$ cat config.mk
export PLATFORM = sky130hd
export DESIGN_NAME = brcond_unit
export DESIGN_NICKNAME = d
export VERILOG_FILES = /design/src/rtl/brcond_pkg.sv /design/src/rtl/brcond_decode.sv /design/src/rtl/brcond_test.sv /design/src/rtl/brcond_select.sv /design/src/rtl/brcond_unit.sv
export SDC_FILE = /design/constraint.sdc
export NUM_CORES = 1
export LEC_CHECK = 0
export ABC_AREA = 0
export BUFFER_PORTS_ARGS = -buffer_cell sky130_fd_sc_hd__buf_2
export CAP_MARGIN = 20
export CORE_ASPECT_RATIO = 0.5
export CORE_MARGIN = 3
export CORE_UTILIZATION = 40
export CTS_CLUSTER_DIAMETER = 150
export CTS_CLUSTER_SIZE = 20
export DETAILED_ROUTE_END_ITERATION = 12
export HOLD_SLACK_MARGIN = 0.15
export PLACE_DENSITY = 0.83
export REMOVE_ABC_BUFFERS = 1
export SLEW_MARGIN = 5
export SYNTH_ARGS = -nofsm -noshare
export SYNTH_HDL_FRONTEND = slang
export SYNTH_HIERARCHICAL = 1
export SYNTH_SLANG_ARGS = --single-unit
$ cat constraint.sdc
create_clock -name clk -period 3.1 [get_ports clk]
set_input_delay 0.62 -clock clk [delete_from_list [all_inputs] [get_ports clk]]
set_output_delay 0.62 -clock clk [all_outputs]
set_load 0.05 [all_outputs]
$ cat src/rtl/brcond_pkg.sv
package brcond_pkg;

  typedef enum logic [2:0] {
    BK_NONE,
    BK_JUMP,
    BK_CALL,
    BK_BREG,
    BK_COND
  } br_kind_e;

  // Order of the four tests follows the low two opcode bits.
  typedef enum logic [1:0] {
    TC_ZERO,
    TC_NONZERO,
    TC_POS,
    TC_NEG
  } tst_e;

  typedef struct packed {
    br_kind_e kind;
    tst_e     tst;
    logic     use_s;
    logic     two_parcel;
  } br_dec_t;

endpackage

$ cat src/rtl/brcond_decode.sv
module brcond_decode
  import brcond_pkg::*;
#(
  parameter int OPW = 7
) (
  input  logic [OPW-1:0] op,
  output br_dec_t        dec
);

  localparam logic [OPW-1:0] OP_BREG = OPW'(5);
  localparam logic [OPW-1:0] OP_JUMP = OPW'(6);
  localparam logic [OPW-1:0] OP_CALL = OPW'(7);

  logic cond_grp;
  assign cond_grp = (op[OPW-1:4] == '0) && op[3];

  always_comb begin
    dec            = '0;
    dec.kind       = BK_NONE;
    dec.tst        = tst_e'(op[1:0]);
    dec.use_s      = op[2];
    if (op == OP_BREG) begin
      dec.kind = BK_BREG;
    end else if (op == OP_JUMP) begin
      dec.kind       = BK_JUMP;
      dec.two_parcel = 1'b1;
    end else if (op == OP_CALL) begin
      dec.kind       = BK_CALL;
      dec.two_parcel = 1'b1;
    end else if (cond_grp) begin
      dec.kind       = BK_COND;
      dec.two_parcel = 1'b1;
    end
  end

endmodule

$ cat src/rtl/brcond_test.sv
module brcond_test
  import brcond_pkg::*;
#(
  parameter int W = 24
) (
  input  logic [W-1:0] val,
  input  tst_e         tst,
  output logic         hit
);

  logic is_zero;
  logic is_neg;

  assign is_zero = (val == '0);
  assign is_neg  = val[W-1];

  always_comb begin
    unique case (tst)
      TC_ZERO:    hit = is_zero;
      TC_NONZERO: hit = !is_zero;
      TC_POS:     hit = !is_neg;
      TC_NEG:     hit = is_neg;
      default:    hit = 1'b0;
    endcase
  end

endmodule

$ cat src/rtl/brcond_select.sv
module brcond_select #(
  parameter int PW = 22
) (
  input  logic          taken,
  input  logic          use_b,
  input  logic [PW-1:0] imm_tgt,
  input  logic [PW-1:0] b_tgt,
  input  logic [PW-1:0] next_addr,
  output logic [PW-1:0] target
);

  always_comb begin
    if (!taken)     target = next_addr;
    else if (use_b) target = b_tgt;
    else            target = imm_tgt;
  end

endmodule

$ cat src/rtl/brcond_unit.sv
module brcond_unit
  import brcond_pkg::*;
#(
  parameter int OPW = 7,
  parameter int IFW = 3,
  parameter int MW  = 16,
  parameter int PW  = 22,
  parameter int AW  = 24,
  parameter int SW  = 64
) (
  input  logic                     clk,
  input  logic                     rst,
  input  logic                     req_vld,
  input  logic [OPW-1:0]           req_op,
  input  logic [3*IFW+MW-1:0]      req_imm,
  input  logic [PW-1:0]            req_baddr,
  input  logic [AW-1:0]            req_a0,
  input  logic [SW-1:0]            req_s0,
  input  logic [PW-1:0]            req_next,
  output logic                     rsp_vld,
  output logic                     rsp_taken,
  output logic [PW-1:0]            rsp_target,
  output logic                     rsp_link_we,
  output logic [PW-1:0]            rsp_link_addr,
  output logic                     rsp_range_err
);

  localparam int IMMW  = 3*IFW + MW;
  localparam int I_LO  = IMMW - IFW;

  br_dec_t       dec;
  logic          a_hit, s_hit, cond_hit;
  logic          err_c, taken_c, link_c, fixed_c;
  logic [PW-1:0] tgt_c;
  logic          unused_ihi;

  // The top bit of the i field plays no part in any result.
  assign unused_ihi = req_imm[IMMW-1];

  brcond_decode #(.OPW(OPW)) u_dec (
    .op  (req_op),
    .dec (dec)
  );

  brcond_test #(.W(AW)) u_test_a (
    .val (req_a0),
    .tst (dec.tst),
    .hit (a_hit)
  );

  brcond_test #(.W(SW)) u_test_s (
    .val (req_s0),
    .tst (dec.tst),
    .hit (s_hit)
  );

  assign cond_hit = dec.use_s ? s_hit : a_hit;
  assign err_c    = dec.two_parcel && (req_imm[I_LO+1:I_LO] != 2'b00);
  assign fixed_c  = (dec.kind == BK_JUMP) || (dec.kind == BK_CALL) ||
                    (dec.kind == BK_BREG);
  assign taken_c  = !err_c && (fixed_c || ((dec.kind == BK_COND) && cond_hit));
  assign link_c   = !err_c && (dec.kind == BK_CALL);

  brcond_select #(.PW(PW)) u_sel (
    .taken     (taken_c),
    .use_b     (dec.kind == BK_BREG),
    .imm_tgt   (req_imm[PW-1:0]),
    .b_tgt     (req_baddr),
    .next_addr (req_next),
    .target    (tgt_c)
  );

  always_ff @(posedge clk) begin
    if (rst) begin
      rsp_vld       <= 1'b0;
      rsp_taken     <= 1'b0;
      rsp_target    <= '0;
      rsp_link_we   <= 1'b0;
      rsp_link_addr <= '0;
      rsp_range_err <= 1'b0;
    end else begin
      rsp_vld <= req_vld;
      if (req_vld) begin
        rsp_taken     <= taken_c;
        rsp_target    <= tgt_c;
        rsp_link_we   <= link_c;
        rsp_link_addr <= link_c ? req_next : '0;
        rsp_range_err <= err_c;
      end
    end
  end

  p_vld_next_r1: assert property (@(posedge clk) disable iff (rst)
    req_vld |=> rsp_vld);

  p_hold_idle_r1: assert property (@(posedge clk) disable iff (rst)
    !req_vld |=> (!rsp_vld && $stable(rsp_target) && $stable(rsp_taken) &&
                  $stable(rsp_range_err)));

  p_call_link_r4: assert property (@(posedge clk) disable iff (rst)
    (req_vld && dec.kind == BK_CALL && !err_c) |=>
      (rsp_link_we && rsp_link_addr == $past(req_next)));

  p_breg_no_err_r5: assert property (@(posedge clk) disable iff (rst)
    (req_vld && req_op == OPW'(5)) |=> !rsp_range_err);

  p_err_blocks_r9: assert property (@(posedge clk) disable iff (rst)
    rsp_range_err |-> (!rsp_taken && !rsp_link_we));

  p_link_needs_taken_r4: assert property (@(posedge clk) disable iff (rst)
    rsp_link_we |-> rsp_taken);

  p_zero_is_pos_r6: assert property (@(posedge clk) disable iff (rst)
    (req_vld && dec.kind == BK_COND && !err_c && !dec.use_s &&
     req_a0 == '0 && dec.tst == TC_POS) |=> rsp_taken);

endmodule

-- Word-level counts from Yosys, hierarchy flattened
Cells that the tools add are included.
- muxes and demuxes: 14
- equality and inequality tests: 10
- reduce and logical (&&, ||, !) cells: 18
- operators by type and width (kind ; count):
    two-way mux 22 bit ; 3
    zero test 64 bit ; 1
    zero test 24 bit ; 1
    == test 7 x 3 -> 1 bit, second input constant ; 3
    two-way mux 3 bit ; 4
    case mux 1 bit (4 select lines) ; 2
    == test 3 x 2 -> 1 bit, second input constant ; 2
    logical AND 1 bit ; 5
    zero test 1 bit ; 5
    two-way mux 1 bit ; 5
    == test 2 bit, second input constant ; 2
    == test 3 x 1 -> 1 bit, second input constant ; 1
    == test 3 bit, second input constant ; 1
    zero test 3 bit ; 1
    logical OR 1 bit ; 3
    == test 2 x 1 -> 1 bit, second input constant ; 1
    zero test 2 bit ; 1
    nonzero test 2 bit ; 1
- register bits after elaboration: 48
- output and inout bits: 48

-- Longest topological paths before layout
Gate-level depths: netlist (run 1).
- word-level depth: 12
- gate-level depth with buffers: 15
- mapped depth without buffers: 12

-- Modules after synthesis
Netlist (run 1), hierarchy kept.
- by module, submodules not included (module ; cells an instance ; times used ; area an instance (µm²)):
    brcond_unit ; 193 ; 1 ; 1890.6
    brcond_select ; 74 ; 1 ; 489.2
    brcond_test at u_test_s ; 25 ; 1 ; 190.2
    brcond_test at u_test_a ; 13 ; 1 ; 97.6
    brcond_decode ; 12 ; 1 ; 82.6

-- Least setup slack after synthesis (run 1)
No wires, ideal clock.
- path kind: input -> register
- start: input req_op[1]
- end: register rsp_target[10]
- cell stages on the path: 15
- path slack: 0.314 ns
- buffers on the path: 3
- required time: 2.972 ns
- arrival time: 2.659 ns
- path through: buf_4 -> nor4_1 -> nand4_1 -> nor4_1 -> a32oi_1 -> xnor2_1 -> mux2_1 -> a21oi_1 -> nor2b_1 -> buf_2 -> buf_2 -> nor2_1 -> a21oi_1 -> mux2i_1 -> nor2_1
- elaborated cells between the ends (all ways): 29
- classes of those cells: eq/ne (10); mux (11); reduce/logical (8)
- RTL lines (what ; line ; text):
    from (decl) ; brcond_unit.sv:14 ; input logic [OPW-1:0] req_op,
    == test 2 bit, or another cell as far along ; brcond_test.sv:18 ; unique case (tst)
    case mux 1 bit (4 select lines) * ; brcond_test.sv:18 ;
    named net s_hit ; brcond_unit.sv:32 ; logic a_hit, s_hit, cond_hit;
    two-way mux 1 bit * ; brcond_unit.sv:57 ; assign cond_hit = dec.use_s ? s_hit : a_hit;
    logical AND 1 bit * ; brcond_unit.sv:61 ; assign taken_c = !err_c && (fixed_c || ((dec.kind == BK_COND) && cond_hit));
    logical OR 1 bit * ; brcond_unit.sv:61 ;
    logical AND 1 bit * ; brcond_unit.sv:61 ;
    named net taken_c ; brcond_unit.sv:33 ; logic err_c, taken_c, link_c, fixed_c;
    two-way mux 22 bit * ; brcond_select.sv:13 ; if (!taken) target = next_addr;
    named net tgt_c[10] ; brcond_unit.sv:34 ; logic [PW-1:0] tgt_c;
    to (signal assigned) ; brcond_unit.sv:85 ; rsp_target <= tgt_c;
    to (decl) ; brcond_unit.sv:22 ; output logic [PW-1:0] rsp_target,
Mark *: on every way through the listed nets, which the timed path passes. The rest lies on a longest branch.
A chain may end at the register's enable or synchronous reset.

-- Worst setup path after layout (run 1)
- start: input req_s0[57]
- end: register rsp_target[20]
- longest elaborated chain between the ends: 8
- ends and longest elaborated chain (what ; line ; text):
    from (decl) ; brcond_unit.sv:18 ; input logic [SW-1:0] req_s0,
    zero test 64 bit * ; brcond_test.sv:14 ; assign is_zero = (val == '0);
    zero test 1 bit ; brcond_test.sv:20 ; TC_NONZERO: hit = !is_zero;
    case mux 1 bit (4 select lines) * ; brcond_test.sv:18 ;
    named net s_hit ; brcond_unit.sv:32 ;
    two-way mux 1 bit * ; brcond_unit.sv:57 ;
    logical AND 1 bit * ; brcond_unit.sv:61 ;
    logical OR 1 bit * ; brcond_unit.sv:61 ;
    logical AND 1 bit * ; brcond_unit.sv:61 ;
    named net taken_c ; brcond_unit.sv:33 ;
    two-way mux 22 bit * ; brcond_select.sv:13 ;
    named net tgt_c[20] ; brcond_unit.sv:34 ;
Marks and branches as above.

==> results.py, run 1 <==
metrics = {
    "clocking": {
        "root_buffer": "clkbuf_16",
        "cts_made_buffers": 5,
        "clockBufferDepth": 2,
        "post_cts_buffers": 0,
        "clk_pin_slew_ns": 0.06,
        "cts_resized": 0,
        "insertion_delay_ns": 0.28,
        "ctsHoldBuffers": 0,
        "cts_num_sinks": 48,
        "cts_tree": "yes",
        "htree_num_levels": 2,
    },
    "cells_and_area": {
        "final_cell_area_um2": 3980,
        "area_growth_pct": 44.9,
        "fillers": 568,
        "layout_commonest_cell": "buf_2",
        "ff_latch_area_um2": 961,
        "multi_input_area_um2": 1580,
        "mostFrequentLayoutCells": "buf_2, nor2_1, dfxtp_1",
        "drive_gt1_share_pct": 47.0,
        "final_net_count": 683,
        "n_antenna_cell": 0,
        "final_util_pct": 62.7,
    },
    "power_and_ir_drop": {
        "sw_frac_of_total_pct": 27.6,
        "p_clk_share_pct": 34.9,
        "intPower_uw": 1110,
        "p_leak_uw": 0.00186,
        "ir_worst_vdd_v": 0.000200,
        "finalPower_uw": 1530,
        "pwr-share-comb_pct": 22.8,
        "switching_power_uw": 423,
        "powerDensity_nw_per_um2": 385,
        "seqPwrFrac_pct": 42.3,
    },
    "yosys": {
        "synth_top_cell_by_area": "dfxtp_1",
        "netlist.area_leader.share_pct": 34.9,
        "yosys-top-cells-area": "dfxtp_1, mux2i_1, a21oi_1",
        "netlist_area_um2": 2750,
        "syn_inst": 317,
        "ys_seq_area_share_pct": 34.9,
        "avgSynthCellArea_um2": 8.68,
        "synth-seq-cells": 48,
        "ys_types": 34,
        "yosys_warnings": 6,
    },
    "critical_path": {
        "crit_buf_inv": 2,
        "critPathRequiredTime_ns": 3.25,
        "cp_max_fo": 22,
        "path_cells": "buf_2 -> nor4_1 -> nand4_1 -> nor4_1 -> a32oi_1 -> xnor2_1 -> mux2_1 -> a21oi_2 -> nor2b_2 -> buf_12 -> nor2_1 -> a21oi_1 -> mux2i_1 -> nor2_1",
        "critPathSlowestCell": "nor4_1",
        "cp-start-kind": "input pin",
        "rrSetupSlack_ns": 2.33,
        "crit_type": "in2reg",
        "crit_arrival_ns": 2.95,
        "critPathTopFamily": "simple AND/OR/NAND/NOR gates",
        "reg2reg_to": "rsp_range_err",
        "setup.worst_path.end_class": "register",
        "r2r-start": "rsp_range_err",
        "r2r_cells": 3,
        "cpPeakStageDelay_ns": 0.34,
    },
    "run": {
        "max-cap-violations": 0,
    },
    "sta": {
        "relSlewSlack_pct": 54.6,
        "maxSlewViolCount": 0,
        "maxClockFrequency_mhz": 357,
        "fin_hold_ws_ns": 0.465,
        "rsz0062_at_grt": "no",
        "fin_crit_sh_pct": 90.4,
        "min_period_ns": 2.80,
        "fin_worst_skew_ns": 0,
        "worst_pin_slew_ns": 0.679,
        "report.final.hold_viol_count": 0,
        "final-setup-viol-count": 0,
    },
    "global_route": {
        "antenna_found_initial": 0,
        "grt_pass1_wl_mm": 13.2,
        "grt_max_degree": 42,
        "grt_pass1_vias": 2829,
        "overflow": 0,
        "grt_use_total_pct": 20.6,
    },
    "floorplanning": {
        "die_w_um": 123,
        "ios": 215,
        "start_util_pct": 43.3,
        "dieArea_um2": 7970,
        "rows": 20,
        "die_h_um": 64.6,
        "coreArea_um2": 6360,
    },
    "worst_hold_path": {
        "hold_class": "reg2reg",
        "hold_start": "rsp_link_addr[19]",
        "hold_end": "rsp_link_addr[19]",
        "hold_depth": 2,
    },
    "placed_design": {
        "gp_congestion": 0.814,
        "io_buffers": 213,
        "post-dp-hpwl_mm": 6.99,
        "dpl_cell_area_um2": 3830,
    },
    "detailed_routing": {
        "ant_nets": 0,
        "via_per_inst": 5.15,
        "dr.pass1.iters": 4,
        "drt_iter0_markers": 119,
        "vias": 3116,
        "routedWlPerCell_um": 14.6,
        "wl_mm": 8.84,
        "drc_errors": 0,
    },
    "outcome": {
        "status": "finished clean",
    },
}
==> flip-flops by register name, summed over array words and instances, names as in the netlist <==
register and flops:
rsp_target 22, rsp_vld 1, rsp_taken 1, rsp_link_addr 22, rsp_link_we 1, rsp_range_err 1
==> synth_stat cells, drive strengths merged <==
cell type,count
a211o,1
a21oi,47
a221o,1
a32oi,1
and3b,1
buf,26
clkbuf,2
dfxtp,48
inv,4
mux2,2
mux2i,44
nand2,4
nand2b,23
nand3,1
nand4,26
nor2,48
nor2b,3
nor3,2
nor3b,3
nor4,22
nor4b,1
o21ai,1
o21ba,1
o32ai,1
or3,1
or4,1
xnor2,2
==> power by group through the flow <==
stage / clock (uW) / sequential (uW) / combinational [uW]
4_1_cts: 546 / 648 / 351
5_1_grt: 581 / 650 / 381
2_1_floorplan: 0 / 738 / 88.5
6_report: 534 / 648 / 350
3_5_place_dp: 0 / 661 / 349
3_3_place_gp: 0 / 661 / 342
==> metal layers <==
| metal | vias up | routed length (um) | GRT usage (%) |
|---|---|---|---|
| li1 | 1548 | - | - |
| met1 | 1463 | 3390 | 23.2 |
| met2 | 89 | 4820 | 40.7 |
| met3 | 16 | 464 | 2.35 |
| met4 | 0 | 158 | 5.79 |
| met5 | - | 0 | 0 |
==> worst reg2reg max path, stage by stage (launching register included) <==
cell     delay (ns)
dfxtp_1        0.32
inv_1          0.05
mux2_2         0.25
nor2_1         0.08
==> how the worst max path moves through the flow <==
stage	cells past startpoint	startpoint	end
2_1_floorplan	11	req_s0[46]	rsp_target[0]
3_3_place_gp	14	req_s0[27]	rsp_target[0]
3_5_place_dp	14	req_s0[57]	rsp_target[0]
4_1_cts	14	req_s0[57]	rsp_target[20]
5_1_grt	14	req_s0[57]	rsp_target[20]
6_report	14	req_s0[57]	rsp_target[20]
==> stage by stage <==
step | setup WS (ns) | std cells | setup TNS [ns]
finish | 0.298 | 605 | 0
global route | 0.0539 | 605 | 0
CTS | 0.205 | 605 | 0
detailed placement | -0.0720 | 597 | -0.535
global placement | 0.0646 | 597 | 0
floorplan | -0.583 | 289 | -12.81
==> kinds of logic (layout without fill, tap and decap cells) <==
group	after synthesis	in the layout	synth area share, %
buffers and inverters	32	232	7.73
flip-flops	48	48	34.9
XOR/XNOR	2	2	0.637
AO/OA/AOI/OAI	53	53	10.8
AND/OR/NAND/NOR	136	136	29.0
multiplexers	46	46	16.8
==> final cells by class <==
class                           count  share of cell area (%)
Timing Repair Buffer              220                    29.3
Multi-Input combinational cell    237                    39.7
Clock buffer                        8                    3.67
Inverter                            4                   0.377
Sequential cell                    48                    24.1
Tap cell                           88                    2.76
Power figures use the tool's default switching activity.
==> run 2, diff against run 1 <==
Settings changed: ABC_AREA 0 to 1, PLACE_DENSITY 0.83 to 0.81.
==> results.py, run 2 <==
metrics = {
    "outcome": {
        "status": "finished clean",
    },
    "yosys": {
        "yosys_warnings": 6,
        "synth_top_cell_by_area": "dfxtp_1",
        "syn_inst": 518,
        "synth-seq-cells": 48,
        "synthSimpleGateAreaFrac_pct": 45.3,
        "ys_seq_area_share_pct": 32.4,
        "postSynth.asyncResetShare_pct": 0,
        "netlist.area_leader.share_pct": 32.4,
        "synth-compound-area-share_pct": 8.78,
        "synth_top_family_by_area": "simple AND/OR/NAND/NOR gates",
        "synth-main-ff-cell": "dfxtp_1",
        "netlist_area_um2": 2960,
        "yosys-top-cells-area": "dfxtp_1, nand2_1, nor2_1",
        "ys_types": 19,
        "yosys-mux-area-fraction_pct": 0,
        "synth-edff-count": 0,
        "synth_xor_area_share_pct": 0,
        "synthAdderAreaFrac_pct": 0,
        "synth.most_common_cell": "nand2_1",
        "synthTopCellsByCount": "nand2_1, nor2_1, inv_1",
        "avgSynthCellArea_um2": 5.72,
    },
    "clocking": {
        "clockBufferDepth": 2,
        "post_cts_buffers": 0,
        "clk_pin_slew_ns": 0.06,
        "root_buffer": "clkbuf_16",
        "insertion_delay_ns": 0.27,
        "htree_num_levels": 2,
        "cts_resized": 0,
        "cts_tree": "yes",
        "ctsHoldBuffers": 0,
        "cts_num_sinks": 48,
        "cts_made_buffers": 5,
    },
    "critical_path": {
        "crit_arrival_ns": 2.63,
        "setup.worst_path.end_class": "register",
        "critPathRequiredTime_ns": 3.31,
        "cp_max_fo": 22,
        "cpPeakStageDelay_ns": 0.56,
        "cp-start-kind": "input pin",
        "path_cells": "buf_2 -> nor2_1 -> nand2_1 -> nor2_1 -> nand2_1 -> nor2_4 -> nand2_1 -> nand2_1 -> nand3_1 -> nand2_1 -> nand2_1 -> nand2_1 -> nand2_1 -> nand2_1 -> inv_1 -> inv_1 -> nand2_1 -> nand2_1 -> nor2_1 -> nor2_1",
        "critPathSlowestCell": "inv_1",
        "critPathMostFrequentCell": "nand2_1",
        "crit_type": "in2reg",
    },
    "cells_and_area": {
        "mostFrequentLayoutCells": "buf_2, nand2_1, nor2_1",
        "n_antenna_cell": 0,
        "area_growth_pct": 41.4,
        "final_cell_area_um2": 4190,
        "final_net_count": 885,
        "largestRegisters": "rsp_link_addr x22, rsp_target x22",
        "layout_commonest_cell": "buf_2",
        "drive_gt1_share_pct": 33.7,
    },
    "detailed_routing": {
        "ant_nets": 0,
        "routedWlPerCell_um": 11.6,
        "wl_mm": 9.43,
        "vias": 3690,
        "dr.pass1.iters": 4,
        "via_per_inst": 4.55,
        "drt_iter0_markers": 172,
        "drc_errors": 0,
    },
    "sta": {
        "fin_worst_skew_ns": 0,
        "report.final.hold_viol_count": 0,
        "fin_crit_sh_pct": 78.0,
        "worst_pin_slew_ns": 0.780,
        "maxSlewViolCount": 0,
        "rsz0062_at_grt": "no",
        "relSlewSlack_pct": 47.9,
        "maxClockFrequency_mhz": 413,
        "final-setup-viol-count": 0,
        "setup-tns-final_ns": 0,
        "min_period_ns": 2.42,
    },
    "global_route": {
        "grt_max_degree": 47,
        "grt_use_total_pct": 21.1,
        "antenna_found_initial": 0,
        "overflow": 0,
        "grt_pass1_wl_mm": 14.8,
        "grt_pass1_vias": 3437,
    },
    "floorplanning": {
        "die_w_um": 128,
        "start_util_pct": 42.7,
        "coreArea_um2": 6940,
        "die_h_um": 66.9,
        "ios": 215,
        "rows": 21,
        "dieArea_um2": 8540,
    },
    "worst_hold_path": {
        "hold_class": "reg2reg",
    },
    "power_and_ir_drop": {
        "pwr-share-comb_pct": 23.4,
        "powerDensity_nw_per_um2": 368,
        "sw_frac_of_total_pct": 28.9,
        "p_clk_share_pct": 34.4,
        "intPower_uw": 1100,
        "switching_power_uw": 445,
        "p_leak_uw": 0.00238,
        "ir_worst_vdd_v": 0.000231,
        "seqPwrFrac_pct": 42.2,
    },
    "placed_design": {
        "gp_congestion": 0.899,
        "io_buffers": 213,
        "post-dp-hpwl_mm": 7.19,
        "dpl_cell_area_um2": 4040,
    },
    "run": {
        "max-cap-violations": 0,
    },
}
-- run 2: cell types whose count changed after synthesis, moves of 26 or more --
cell	previous run	this run
nand2_1	4	159
nor2_1	48	106
inv_1	4	60
nand3_1	1	53
mux2i_1	44	0
o21ai_0	0	26
-- run 2: power groups by stage --
stage | registers [uW] | logic [uW] | clock network (uW)
floorplan | 748 | 108 | 0
global placement | 664 | 358 | 0
detailed placement | 664 | 363 | 0
CTS | 651 | 363 | 542
global route | 653 | 401 | 575
finish | 651 | 361 | 530
-- run 2: kinds of logic after synthesis --
| group | Yosys count |
|---|---|
| AOI/OAI and AO/OA | 52 |
| buffers and inverters | 90 |
| DFF | 48 |
| and+or+nand+nor | 328 |
-- run 2: worst max-delay path, delay by kind of cell --
family	cells	cell delay (ns)
buffers and inverters	3	0.72
AND/OR/NAND/NOR	17	1.30
-- run 2: metal layers --
| metal | wire length, um | vias to the layer above | track usage, % |
|---|---|---|---|
| li1 | - | 1979 | - |
| met1 | 3800 | 1576 | 23.5 |
| met2 | 4890 | 125 | 42.4 |
| met3 | 623 | 10 | 3.12 |
| met4 | 119 | 0 | 5.42 |
| met5 | 0 | - | 0 |
-- run 2: final cells by class --
| type | instances | area [um^2] |
|---|---|---|
| fill | 704 | 2750 |
| multi-input combinational | 380 | 1610 |
| timing repair buffer | 220 | 1120 |
| sequential | 48 | 961 |
| inverter | 63 | 236 |
| clock buffer | 6 | 139 |
| tap | 92 | 115 |
| clock inverter | 2 | 10.0 |
-- run 2: worst paths after layout --
check | cells past startpoint | to | slack, ns | from
worst min-delay path | 2 | rsp_link_addr[20] | 0.46 | rsp_link_addr[20]
worst max register to register | 2 | rsp_target[5] | 2.45 | rsp_target[5]
worst max-delay path | 20 | rsp_target[15] | 0.68 | req_s0[5]
worst min register to register | 2 | rsp_link_addr[20] | 0.46 | rsp_link_addr[20]
-- run 2: through the flow --
step           hold WS (ns)  std cells  utilization, %  total power (uW)  worst slack, ns
2_1_floorplan         0.689        491               -               857            0.287
3_3_place_gp          0.450        803            58.2              1020            0.406
3_5_place_dp          0.452        803            58.2              1030            0.381
4_1_cts               0.464        811            60.4              1560            0.674
5_1_grt               0.477        811            60.4              1630            0.279
6_report              0.464        811            60.4              1540            0.680
==> run 3, diff against run 2 <==
Clock period 3.1 ns to 2.4 ns, I/O delays scaled along.
==> results.py, run 3 (synthesis gave the netlist of run 2 again) <==
metrics = {
    "outcome": {
        "status": "finished clean",
    },
    "floorplanning": {
        "ios": 215,
        "dieArea_um2": 8540,
        "rows": 21,
        "start_util_pct": 42.7,
        "coreArea_um2": 6940,
        "die_h_um": 66.9,
        "die_w_um": 128,
    },
    "global_route": {
        "overflow": 0,
        "grt_pass1_vias": 3439,
        "grt_max_degree": 27,
        "grt_use_total_pct": 21.6,
        "grt_pass1_wl_mm": 15.2,
        "antenna_found_initial": 0,
    },
    "critical_path": {
        "crit_buf_inv": 4,
        "critPathTopFamily": "simple AND/OR/NAND/NOR gates",
        "crit_arrival_ns": 2.13,
        "critPathRequiredTime_ns": 2.61,
        "r2r_cells": 2,
        "critPathMostFrequentCell": "nand2_1",
        "setup.worst_path.end_class": "register",
        "cp_num_cells": 21,
        "critPathSlowestCell": "buf_12",
        "cp-start-kind": "input pin",
        "cpPeakStageDelay_ns": 0.17,
        "cp_max_fo": 22,
        "crit_type": "in2reg",
        "path_cells": "buf_2 -> nor2_1 -> nand2_1 -> nor2_1 -> nand2_1 -> nor2_2 -> nand2_1 -> nand2_1 -> nand3_1 -> nand2_1 -> nand2_1 -> nand2_1 -> nand2_1 -> nand2_1 -> inv_1 -> inv_1 -> buf_12 -> nand2_1 -> nand2_1 -> nor2_1 -> nor2_1",
    },
    "sta": {
        "fin_worst_skew_ns": 0,
        "setup-tns-final_ns": 0,
        "worst_pin_slew_ns": 0.679,
        "maxClockFrequency_mhz": 521,
        "final-setup-viol-count": 0,
        "relSlewSlack_pct": 54.7,
        "fin_ws_ns": 0.480,
        "report.final.hold_viol_count": 0,
        "maxSlewViolCount": 0,
        "min_period_ns": 1.92,
        "rsz0062_at_grt": "no",
        "fin_crit_sh_pct": 80.0,
    },
    "cells_and_area": {
        "area_growth_pct": 42.2,
        "drive_gt1_share_pct": 33.6,
        "final_net_count": 887,
        "mostFrequentLayoutCells": "buf_2, nand2_1, nor2_1",
        "largestRegisters": "rsp_link_addr x22, rsp_target x22",
        "n_antenna_cell": 0,
        "fillers": 708,
        "layout_commonest_cell": "buf_2",
    },
    "detailed_routing": {
        "drt_iter0_markers": 209,
        "wl_mm": 9.46,
        "ant_nets": 0,
        "routedWlPerCell_um": 11.6,
        "drc_errors": 0,
        "vias": 3732,
        "dr.pass1.iters": 5,
        "via_per_inst": 4.59,
    },
    "power_and_ir_drop": {
        "p_leak_uw": 0.00239,
        "intPower_uw": 1430,
        "switching_power_uw": 574,
        "pwr-share-comb_pct": 23.7,
        "sw_frac_of_total_pct": 28.7,
        "p_clk_share_pct": 34.3,
        "powerDensity_nw_per_um2": 475,
        "ir_worst_vdd_v": 0.000294,
        "seqPwrFrac_pct": 42.0,
    },
    "clocking": {
        "ctsHoldBuffers": 0,
        "clk_pin_slew_ns": 0.06,
        "htree_num_levels": 2,
        "post_cts_buffers": 0,
        "cts_resized": 0,
        "cts_made_buffers": 5,
        "clockBufferDepth": 2,
        "insertion_delay_ns": 0.28,
        "cts_tree": "yes",
        "cts_num_sinks": 48,
        "root_buffer": "clkbuf_16",
    },
    "run": {
        "max-cap-violations": 0,
    },
    "placed_design": {
        "io_buffers": 213,
        "post-dp-hpwl_mm": 7.30,
        "gp_congestion": 0.867,
        "dp_slack_ns": 0.199,
    },
    "worst_hold_path": {
        "hold_depth": 2,
        "hold_class": "reg2reg",
    },
}
run 3: cell count changes in the layout (fill, tap and decap cells not counted):
cell and delta:
buf_4 +1, buf_12 +1, clkinv_2 -2, clkbuf_1 +2
run 3: metrics by stage:
| stage | total power [uW] | cells | hold slack [ns] | instance area (um^2) | util (%) |
|---|---|---|---|---|---|
| global placement | 1320 | 805 | 0.451 | 4070 | 58.6 |
| CTS | 2020 | 813 | 0.462 | 4210 | 60.8 |
| finish | 2000 | 813 | 0.462 | 4210 | 60.8 |
| floorplan | 1110 | 491 | 0.549 | 2800 | - |
| detailed placement | 1330 | 805 | 0.452 | 4070 | 58.6 |
| global route | 2110 | 813 | 0.469 | 4210 | 60.8 |
run 3: worst paths after layout:
kind                    startpoint               end  slack, ns
hold / removal    rsp_link_addr[9]  rsp_link_addr[9]       0.46
setup reg to reg     rsp_range_err     rsp_range_err       1.74
setup / recovery        req_s0[61]    rsp_target[12]       0.48
hold reg to reg   rsp_link_addr[9]  rsp_link_addr[9]       0.46
run 3: routing by layer:
| metal | GRT usage [%] | up-vias | share of wire (%) |
|---|---|---|---|
| met5 | 0 | - | 0 |
| met4 | 5.42 | 0 | 1.1 |
| met3 | 2.88 | 8 | 6.3 |
| met2 | 42.5 | 120 | 52 |
| met1 | 24.8 | 1619 | 40 |
| li1 | - | 1985 | - |
run 3: power groups by stage:
stage               combinational (uW)  sequential [uW]  clock (uW)
floorplan                          140              966           0
global placement                   467              857           0
detailed placement                 473              858           0
CTS                                475              841         703
global route                       524              844         746
finish                             473              841         687
run 3: layout make-up:
type / instances / area, um^2 / share of cell area (%)
well taps: 92 / 115 / 2.73
flip-flops and latches: 48 / 961 / 22.8
repair buffers: 222 / 1150 / 27.2
multi-input cells: 380 / 1610 / 38.2
clock buffers: 8 / 146 / 3.47
inverters: 63 / 236 / 5.61
run 3: worst reg2reg max path, stage by stage, from the launching register on:
cell and delay (ns):
dfxtp_1 0.34, o21ai_0 0.09, a21oi_1 0.15
